**src/rtl/flu_pkg.sv**
```systemverilog
// Shared types for the fault locator.
// Assumes three replicas; pair index 0 = (1,2), 1 = (1,3), 2 = (2,3).
package flu_pkg;
    typedef enum logic [1:0] {
        MODE_NORMAL  = 2'b00,
        MODE_RECOVER = 2'b01,
        MODE_UNRECOV = 2'b10
    } mode_e;

    localparam int NUM_REP = 3;
endpackage

```
**src/rtl/flu_single_det.sv**
```systemverilog
// Single-faulty-replica detector.
// Flags replica m when both counts that involve m are equal and non-zero
// and the count for the other pair is zero. Purely combinational.
module flu_single_det #(
    parameter int CNT_W = 16
) (
    input  logic [2:0][CNT_W-1:0] cnt,
    output logic [2:0]            hit
);
    for (genvar m = 0; m < 3; m++) begin : g_rep
        localparam int PA = (m == 2) ? 1 : 0;
        localparam int PB = (m == 0) ? 1 : 2;
        localparam int PO = 2 - m;
        // compare the two pairs touching replica m against the opposite pair
        always_comb begin
            hit[m] = (cnt[PA] != '0) && (cnt[PA] == cnt[PB]) && (cnt[PO] == '0);
        end
    end
endmodule

```
**src/rtl/flu_dual_det.sv**
```systemverilog
// Two-faulty-replica detector, indexed by the replica presumed healthy.
// Replica g is healthy when the count of the other two replicas equals
// the sum of the two counts touching g, both non-zero. Sum is one bit wider.
module flu_dual_det #(
    parameter int CNT_W = 16
) (
    input  logic [2:0][CNT_W-1:0] cnt,
    output logic [2:0]            good
);
    localparam int SUM_W = CNT_W + 1;

    for (genvar g = 0; g < 3; g++) begin : g_rep
        localparam int PA = (g == 2) ? 1 : 0;
        localparam int PB = (g == 0) ? 1 : 2;
        localparam int PS = 2 - g;
        logic [SUM_W-1:0] sum;
        // widened sum and match against the pair that excludes replica g
        always_comb begin
            sum     = {1'b0, cnt[PA]} + {1'b0, cnt[PB]};
            good[g] = (cnt[PA] != '0) && (cnt[PB] != '0) && ({1'b0, cnt[PS]} == sum);
        end
    end
endmodule

```
**src/rtl/fault_locator.sv**
```systemverilog
// Fault locator: classifies three pairwise mismatch counts on a start
// strobe and registers the faulty-replica mask, next mode and a healthy
// source replica. Assumes counts are stable at the strobe edge.
// faulty_o bit 2 = replica 1, bit 1 = replica 2, bit 0 = replica 3.
module fault_locator
    import flu_pkg::*;
#(
    parameter int CNT_W = 16
) (
    input  logic             clk,
    input  logic             rst_ni,
    input  logic             start_i,
    input  logic [CNT_W-1:0] cnt12_i,
    input  logic [CNT_W-1:0] cnt13_i,
    input  logic [CNT_W-1:0] cnt23_i,
    output logic [1:0]       mode_o,
    output logic [2:0]       faulty_o,
    output logic [1:0]       src_o,
    output logic             done_o
);
    logic [2:0][CNT_W-1:0] cnt;
    logic [2:0]            single_hit;
    logic [2:0]            dual_good;
    mode_e                 nxt_mode;
    logic [2:0]            nxt_faulty;
    logic [1:0]            nxt_src;
    logic                  all_zero;

    assign cnt = {cnt23_i, cnt13_i, cnt12_i};

    flu_single_det #(.CNT_W(CNT_W)) u_single (.cnt(cnt), .hit(single_hit));
    flu_dual_det   #(.CNT_W(CNT_W)) u_dual   (.cnt(cnt), .good(dual_good));

    // classification with single-fault priority over two-fault
    always_comb begin
        all_zero   = (cnt12_i == '0) && (cnt13_i == '0) && (cnt23_i == '0);
        nxt_mode   = MODE_UNRECOV;
        nxt_faulty = 3'b111;
        if (all_zero) begin
            nxt_mode   = MODE_NORMAL;
            nxt_faulty = 3'b000;
        end else if (single_hit != '0) begin
            nxt_mode   = MODE_RECOVER;
            nxt_faulty = 3'b000;
            for (int m = 0; m < NUM_REP; m++) begin
                if (single_hit[m]) nxt_faulty[2-m] = 1'b1;
            end
        end else if (dual_good != '0) begin
            nxt_mode   = MODE_RECOVER;
            nxt_faulty = 3'b111;
            for (int g = NUM_REP - 1; g >= 0; g--) begin
                if (dual_good[g]) begin
                    nxt_faulty    = 3'b111;
                    nxt_faulty[2-g] = 1'b0;
                end
            end
        end
    end

    // pick the lowest-numbered healthy replica as recovery source
    always_comb begin
        nxt_src = 2'd0;
        if (nxt_mode == MODE_RECOVER) begin
            for (int m = NUM_REP - 1; m >= 0; m--) begin
                if (!nxt_faulty[2-m]) nxt_src = 2'(m + 1);
            end
        end
    end

    // result registers, loaded on the start strobe
    always_ff @(posedge clk) begin
        if (!rst_ni) begin
            mode_o   <= MODE_NORMAL;
            faulty_o <= 3'b000;
            src_o    <= 2'd0;
            done_o   <= 1'b0;
        end else begin
            done_o <= start_i;
            if (start_i) begin
                mode_o   <= nxt_mode;
                faulty_o <= nxt_faulty;
                src_o    <= nxt_src;
            end
        end
    end
endmodule

```
**config.mk**
```make
export PLATFORM = sky130hd
export DESIGN_NAME = fault_locator
export DESIGN_NICKNAME = d
export VERILOG_FILES = /design/src/rtl/flu_pkg.sv /design/src/rtl/flu_single_det.sv /design/src/rtl/flu_dual_det.sv /design/src/rtl/fault_locator.sv
export SDC_FILE = /design/constraint.sdc
export NUM_CORES = 1
export LEC_CHECK = 0
export BUFFER_PORTS_ARGS = -buffer_cell sky130_fd_sc_hd__buf_2
export CAP_MARGIN = 30
export CORE_MARGIN = 4
export CORE_UTILIZATION = 25
export CTS_CLUSTER_SIZE = 8
export DETAILED_ROUTE_END_ITERATION = 12
export HOLD_SLACK_MARGIN = 0.12
export SYNTH_ARGS = -nofsm -noshare
export SYNTH_HDL_FRONTEND = slang
export SYNTH_SLANG_ARGS = --single-unit
```
**constraint.sdc**
```tcl
create_clock -name clk -period 4.6 [get_ports clk]
set_input_delay 1.38 -clock clk [delete_from_list [all_inputs] [get_ports clk]]
set_output_delay 1.38 -clock clk [all_outputs]
set_load 0.05 [all_outputs]
```
==> results of run 1 <==
==> area by class of cell <==
class / count / area (um2)
multi-input cells: 539 / 3930
repair buffers: 92 / 546
clock buffers: 3 / 75.1
fillers: 1841 / 11500
well taps: 220 / 275
flip-flops and latches: 8 / 160
inverters: 12 / 45.0
==> registers in the layout, indices dropped and copies added, names as in the netlist <==
| name | flops |
|---|---|
| mode_o | 2 |
| src_o | 2 |
| done_o | 1 |
| faulty_o | 3 |
==> what timing repair did <==
| action | 4_1_cts | 5_1_grt |
|---|---|---|
| hold buffers | 0 | 0 |
| endpoints found under the setup margin | 0 | 3 |
| gates resized for setup | 0 | 4 |
==> synthesized netlist by cell type (all sizes together) (8+ instances only) <==
| master | instances | area share [%] |
|---|---|---|
| a211oi | 10 | 1.9 |
| a21o | 17 | 3.0 |
| a21oi | 45 | 5.8 |
| and3 | 10 | 1.5 |
| buf | 8 | 1.6 |
| clkbuf | 15 | 1.4 |
| dfxtp | 8 | 3.8 |
| ha | 48 | 14 |
| inv | 12 | 1.1 |
| mux2i | 10 | 2.4 |
| nand2 | 38 | 3.4 |
| nand3 | 13 | 1.5 |
| nand4 | 19 | 2.8 |
| nor2 | 34 | 3.0 |
| nor2b | 8 | 1.2 |
| nor3 | 22 | 2.7 |
| nor4 | 38 | 5.6 |
| o211ai | 8 | 1.4 |
| o21a | 9 | 1.6 |
| o21ai | 35 | 4.2 |
| o21bai | 8 | 1.4 |
| xnor2 | 40 | 8.3 |
| xor2 | 30 | 6.4 |
==> final timing paths <==
kind / endpoint / slack, ps / depth (start not counted)
setup / recovery: src_o[0] / 220 / 13
hold / removal: faulty_o[1] / 480 / 2
setup reg to reg: src_o[0] / 3700 / 3
hold reg to reg: faulty_o[1] / 480 / 2
==> power by group through the flow <==
stage               sequential [W]  clock (W)  combinational, W
floorplan                0.0000847          0          0.000481
global placement         0.0000748          0          0.000716
detailed placement       0.0000750          0          0.000714
CTS                      0.0000738   0.000149          0.000718
global route             0.0000742   0.000151          0.000803
finish                   0.0000738   0.000147          0.000739
==> critical path: stages <==
cell and delay, ps:
buf_2 150, ha_1 240, fa_1 470, xor2_1 170, nor3_1 180, o221ai_2 130, or4b_1 550, nor4_2 290
nand4b_1 200, nor4b_4 340, a21boi_1 140, o211ai_1 200, a21oi_2 70
==> layout by cell type (no fill, tap or decap), types with 29 or more instances in the layout <==
master and count:
nor2_1 34, nor4_1 37, o21ai_0 30, buf_2 58, nand2_1 38, a21oi_1 40, xnor2_1 40, ha_1 48
buf_4 34, xor2_1 29
==> stage by stage <==
| stage | total power, W | instances |
|---|---|---|
| after floorplan | 0.000566 | 582 |
| after global placement | 0.000791 | 871 |
| after detailed placement | 0.000789 | 871 |
| after CTS | 0.000940 | 874 |
| after global routing | 0.00103 | 874 |
| final | 0.000960 | 874 |
==> kinds of logic after synthesis <==
kind of cell / Yosys count / synth area share, %
fa+ha+maj: 51 / 15.6
xor+xnor: 70 / 14.6
flops: 8 / 3.77
mux: 12 / 2.89
simple gates: 230 / 30.5
buf+inv: 35 / 4.07
compound gates: 176 / 28.5
==> metal layers <==
metal | vias up | share of wire [%] | GRT usage [%]
met5 | - | 0 | 0
met4 | 0 | 6.2 | 8.94
met3 | 58 | 7.7 | 1.59
met2 | 260 | 45 | 29.2
met1 | 2323 | 41 | 22.7
li1 | 2394 | - | -
==> flow_metrics.env, run 1 <==
export IMPL_status="finished, final reports clean"
export IMPL_post_place_ws_ps=-70.2
export IMPL_p_leak_nw=2.05
export IMPL_drv_cap=0
export IMPL_portBuffers=58
export IMPL_yosysWarnings=0
export IMPL_rows=47
export IMPL_holdCritPathClass="flop to flop"
export IMPL_drc=0
export IMPL_postLayoutCoreUtil_pct=30.4
export IMPL_htree_levels=1
export IMPL_worstMarginPinSlew_ps=548
export IMPL_syn_nets=684
export IMPL_grt_pass1_vias=4937
export IMPL_slew_headroom_pct=63.5
export IMPL_crit_path_start="cnt23_i[0]"
export IMPL_firstDrtPassIters=4
export IMPL_grt_setup_unrepaired="no"
export IMPL_synth_distinct_cells=79
export IMPL_r2r_start="src_o[0]"
export IMPL_worst_slack_ps=216
export IMPL_start_util_pct=25.6
export IMPL_tritoncts="built"
export IMPL_start_kind="input pin"
export IMPL_cts_buffers=3
export IMPL_synth_edf_count=0
export IMPL_switching_power_w=0.000476
export IMPL_p_seq_share_pct=7.7
export IMPL_drtIter0Drc=472
export IMPL_cts_root_buffer_cell="clkbuf_16"
export IMPL_vias_per_cell=5.76
export IMPL_skew_ps=0
export IMPL_hp_start="faulty_o[1]"
export IMPL_drive_gt1_share_pct=17.9
export IMPL_synthFlopType="dfxtp_1"
export IMPL_synth_cells=582
export IMPL_dieWidth_um=138
export IMPL_globalplace_congestion=1.08
export IMPL_dp_hpwl_um=15000
export IMPL_period_needed_ps=4380
export IMPL_drt_wl_total_um=17800
export IMPL_cp_required_ps=4720
export IMPL_setup_viol=0
export IMPL_avgSynthCellArea_um2=7.29
export IMPL_hold_viol=0
export IMPL_core_area_um2=16600
export IMPL_postRouteAntennaNets=0
export IMPL_synthToLayoutAreaGrowth_pct=18.7
export IMPL_vias=5035
export IMPL_path_clk_slew_ps=40
export IMPL_syn_area_um2=4240
export IMPL_endpoint_kind="flop"
export IMPL_synth_ff_latch_count=8
export IMPL_critPathMaxFanout=4
export IMPL_grt_start_max_net_pins=13
export IMPL_cts_buffer_depth=2
export IMPL_maxSlewViolCount=0
export IMPL_clock_sinks=8
export IMPL_arrival_ps=4500
export IMPL_antennaDiodeCount=0
export IMPL_place_area_um2=4940
export IMPL_power_density_nw_per_um2=191
export IMPL_pwr_share_comb_pct=77.0
export IMPL_postCtsSetupRepairBufs=0
export IMPL_synthArstFlopShare_pct=0
export IMPL_path_class="input pin to flop"
export IMPL_die_area_um2=19100
export IMPL_ys_seq_area_share_pct=3.77
export IMPL_grt_use_total_pct=17.6
export IMPL_die_h_um=138
export IMPL_finalInstanceArea_um2=5030
export IMPL_p_int_w=0.000484
export IMPL_antenna_found_initial=0
export IMPL_swShare_pct=49.6
export IMPL_setup_tns_final_ps=0
export IMPL_fin_nets=758
export IMPL_pwr_share_clk_pct=15.3
export IMPL_wire_per_inst_um=20.4
export IMPL_ios=59
export IMPL_min_period_over_period_pct=95.3
export IMPL_peakVddDrop_uv=90.6
export IMPL_overflow=0
export IMPL_fmax_mhz=228
export IMPL_clock_latency_ps=230
export IMPL_fin_worst_hold_slack_ps=481
export IMPL_grt_pass1_wl_um=27400
Note: power is estimated with default switching activity, not from simulation.
==> run 2, diff against run 1 <==
- CORE_UTILIZATION: 25 -> 55
- PLACE_DENSITY: not set -> 0.77
- SKIP_CTS_REPAIR_TIMING: not set -> 1
- clock period: 4.6 -> 4.95 ns (I/O delays scaled with it)
==> flow_metrics.env, run 2 (synthesis gave the netlist of run 1 again) <==
export IMPL_status="finished, final reports clean"
export IMPL_critPathMaxFanout=5
export IMPL_top_regs="faulty_o x3, mode_o x2, src_o x2"
export IMPL_tritoncts="built"
export IMPL_dp_hpwl_um=12800
export IMPL_fmax_mhz=217
export IMPL_grt_pass1_wl_um=24500
export IMPL_skew_ps=0
export IMPL_die_area_um2=9180
export IMPL_swShare_pct=53.1
export IMPL_setup_viol=0
export IMPL_r2r_slack_ps=4030
export IMPL_finalInstanceArea_um2=4590
export IMPL_rows=31
export IMPL_path_cells="buf_2 > ha_1 > fa_1 > a211oi_1 > o21ai_0 > a21oi_1 > xnor2_1 > nor4_1 > nand4_1 > o31a_1 > nor2_1 > nor3_2 > o21a_1"
export IMPL_overflow=0
export IMPL_cts_buffers=3
export IMPL_die_h_um=95.8
export IMPL_drive_gt1_share_pct=13.3
export IMPL_grtUsageMet3_pct=7.51
export IMPL_pwr_share_comb_pct=81.4
export IMPL_start_util_pct=57.6
export IMPL_drv_cap=0
export IMPL_hp_start="faulty_o[1]"
export IMPL_largest_reg_flops=3
export IMPL_power_total_w=0.000790
export IMPL_htree_levels=1
export IMPL_grt_pass1_vias=4626
export IMPL_postRouteAntennaNets=0
export IMPL_use_met2_pct=53.7
export IMPL_min_period_over_period_pct=93.0
export IMPL_regMostFlops="faulty_o"
export IMPL_slew_headroom_pct=61.7
export IMPL_postLayoutCoreUtil_pct=62.3
export IMPL_worstMarginPinSlew_ps=567
export IMPL_clock_sinks=8
export IMPL_firstDrtPassIters=5
export IMPL_antenna_found_initial=0
export IMPL_r2r_cells=3
export IMPL_final_cell_mix="58 x buf_2, 48 x ha_1, 41 x a21oi_1"
export IMPL_antennaDiodeCount=0
export IMPL_dieWidth_um=95.8
export IMPL_drt_wl_total_um=16000
export IMPL_grt_busiest_layer="met2"
export IMPL_p_leak_nw=1.88
export IMPL_r2r_start="src_o[0]"
export IMPL_path_clk_slew_ps=40
export IMPL_r2r_end="src_o[0]"
export IMPL_max_stage_delay_ps=440
export IMPL_endpoint_kind="flop"
export IMPL_fin_nets=727
export IMPL_grt_setup_unrepaired="no"
export IMPL_drc=0
export IMPL_drtIter0Drc=503
export IMPL_arrival_ps=4730
export IMPL_holdCritPathClass="flop to flop"
export IMPL_wire_per_inst_um=22.2
export IMPL_final_common_cell="buf_2"
export IMPL_crit_path_start="cnt12_i[0]"
export IMPL_grt_use_total_pct=34.8
export IMPL_clock_latency_ps=220
export IMPL_switching_power_w=0.000420
export IMPL_ios=59
export IMPL_peakVddDrop_uv=68.7
export IMPL_portBuffers=58
export IMPL_p_seq_share_pct=8.7
export IMPL_start_kind="input pin"
export IMPL_globalplace_congestion=1.03
export IMPL_core_area_um2=7370
export IMPL_cts_root_buffer_cell="clkbuf_8"
export IMPL_period_needed_ps=4610
export IMPL_power_density_nw_per_um2=172
export IMPL_grt_start_max_net_pins=13
export IMPL_vias=5088
export IMPL_maxSlewViolCount=0
export IMPL_met1_usage_pct=47.2
export IMPL_place_area_um2=4550
export IMPL_crit_path_end="src_o[1]"
export IMPL_pwr_share_clk_pct=10.0
export IMPL_setup_tns_final_ps=0
export IMPL_cts_buffer_depth=2
export IMPL_vias_per_cell=7.05
export IMPL_path_class="input pin to flop"
export IMPL_p_int_w=0.000370
export IMPL_crit_slowest_cell="fa_1"
export IMPL_hold_viol=0
export IMPL_cp_required_ps=5070
export IMPL_synthToLayoutAreaGrowth_pct=8.26
-- run 2: changes by cell type in the layout (fill, tap and decap cells not counted) --
cell       previous run  this run
buf_4                34         3
clkbuf_16             3         0
clkbuf_8              0         3
a21oi_1              40        41
a21oi_2               4         3
nor4_1               37        38
nor4_2                1         0
nor4b_2               0         1
nor4b_4               1         0
o31ai_1               3         4
o31ai_2               2         1
-- run 2: worst min path at each step --
stage / endpoint / depth (start not counted)
after floorplan: faulty_o[1] / 2
after global placement: faulty_o[1] / 2
after detailed placement: mode_o[1] / 2
after CTS: mode_o[1] / 2
after global routing: mode_o[1] / 2
final: faulty_o[1] / 2
-- run 2: cell type report --
type	count	area [um2]
flip-flops and latches	8	160
inverters	12	45.0
fillers	717	2780
clock buffers	3	41.3
well taps	99	124
repair buffers	61	313
multi-input cells	539	3910
-- run 2: worst max-delay path: cells and delay by family --
family	cells	cell delay, ps
AO/OA/AOI/OAI	5	1470
buffers and inverters	1	130
AND/OR/NAND/NOR	4	810
XOR/XNOR	1	150
adder cells (fa/ha/maj)	2	670
-- run 2: power groups by stage --
stage	clock (W)	combinational [W]	sequential (W)
finish	0.0000788	0.000642	0.0000684
global placement	0	0.000617	0.0000694
floorplan	0	0.000447	0.0000787
detailed placement	0	0.000619	0.0000695
CTS	0.0000796	0.000623	0.0000684
global route	0.0000832	0.000697	0.0000686
-- run 2: metrics by stage --
stage	std cells	hold WS, ps	setup WS (ps)
after floorplan	582	690	728
after global placement	719	455	268
after detailed placement	719	457	210
after CTS	722	465	425
after global routing	722	480	3.87
final	722	464	344
-- run 2: metal layers --
| metal | vias up | part of all wire [%] |
|---|---|---|
| met2 | 370 | 42 |
| met1 | 2295 | 41 |
| met5 | - | 0 |
| li1 | 2340 | - |
| met3 | 83 | 12 |
| met4 | 0 | 5.4 |
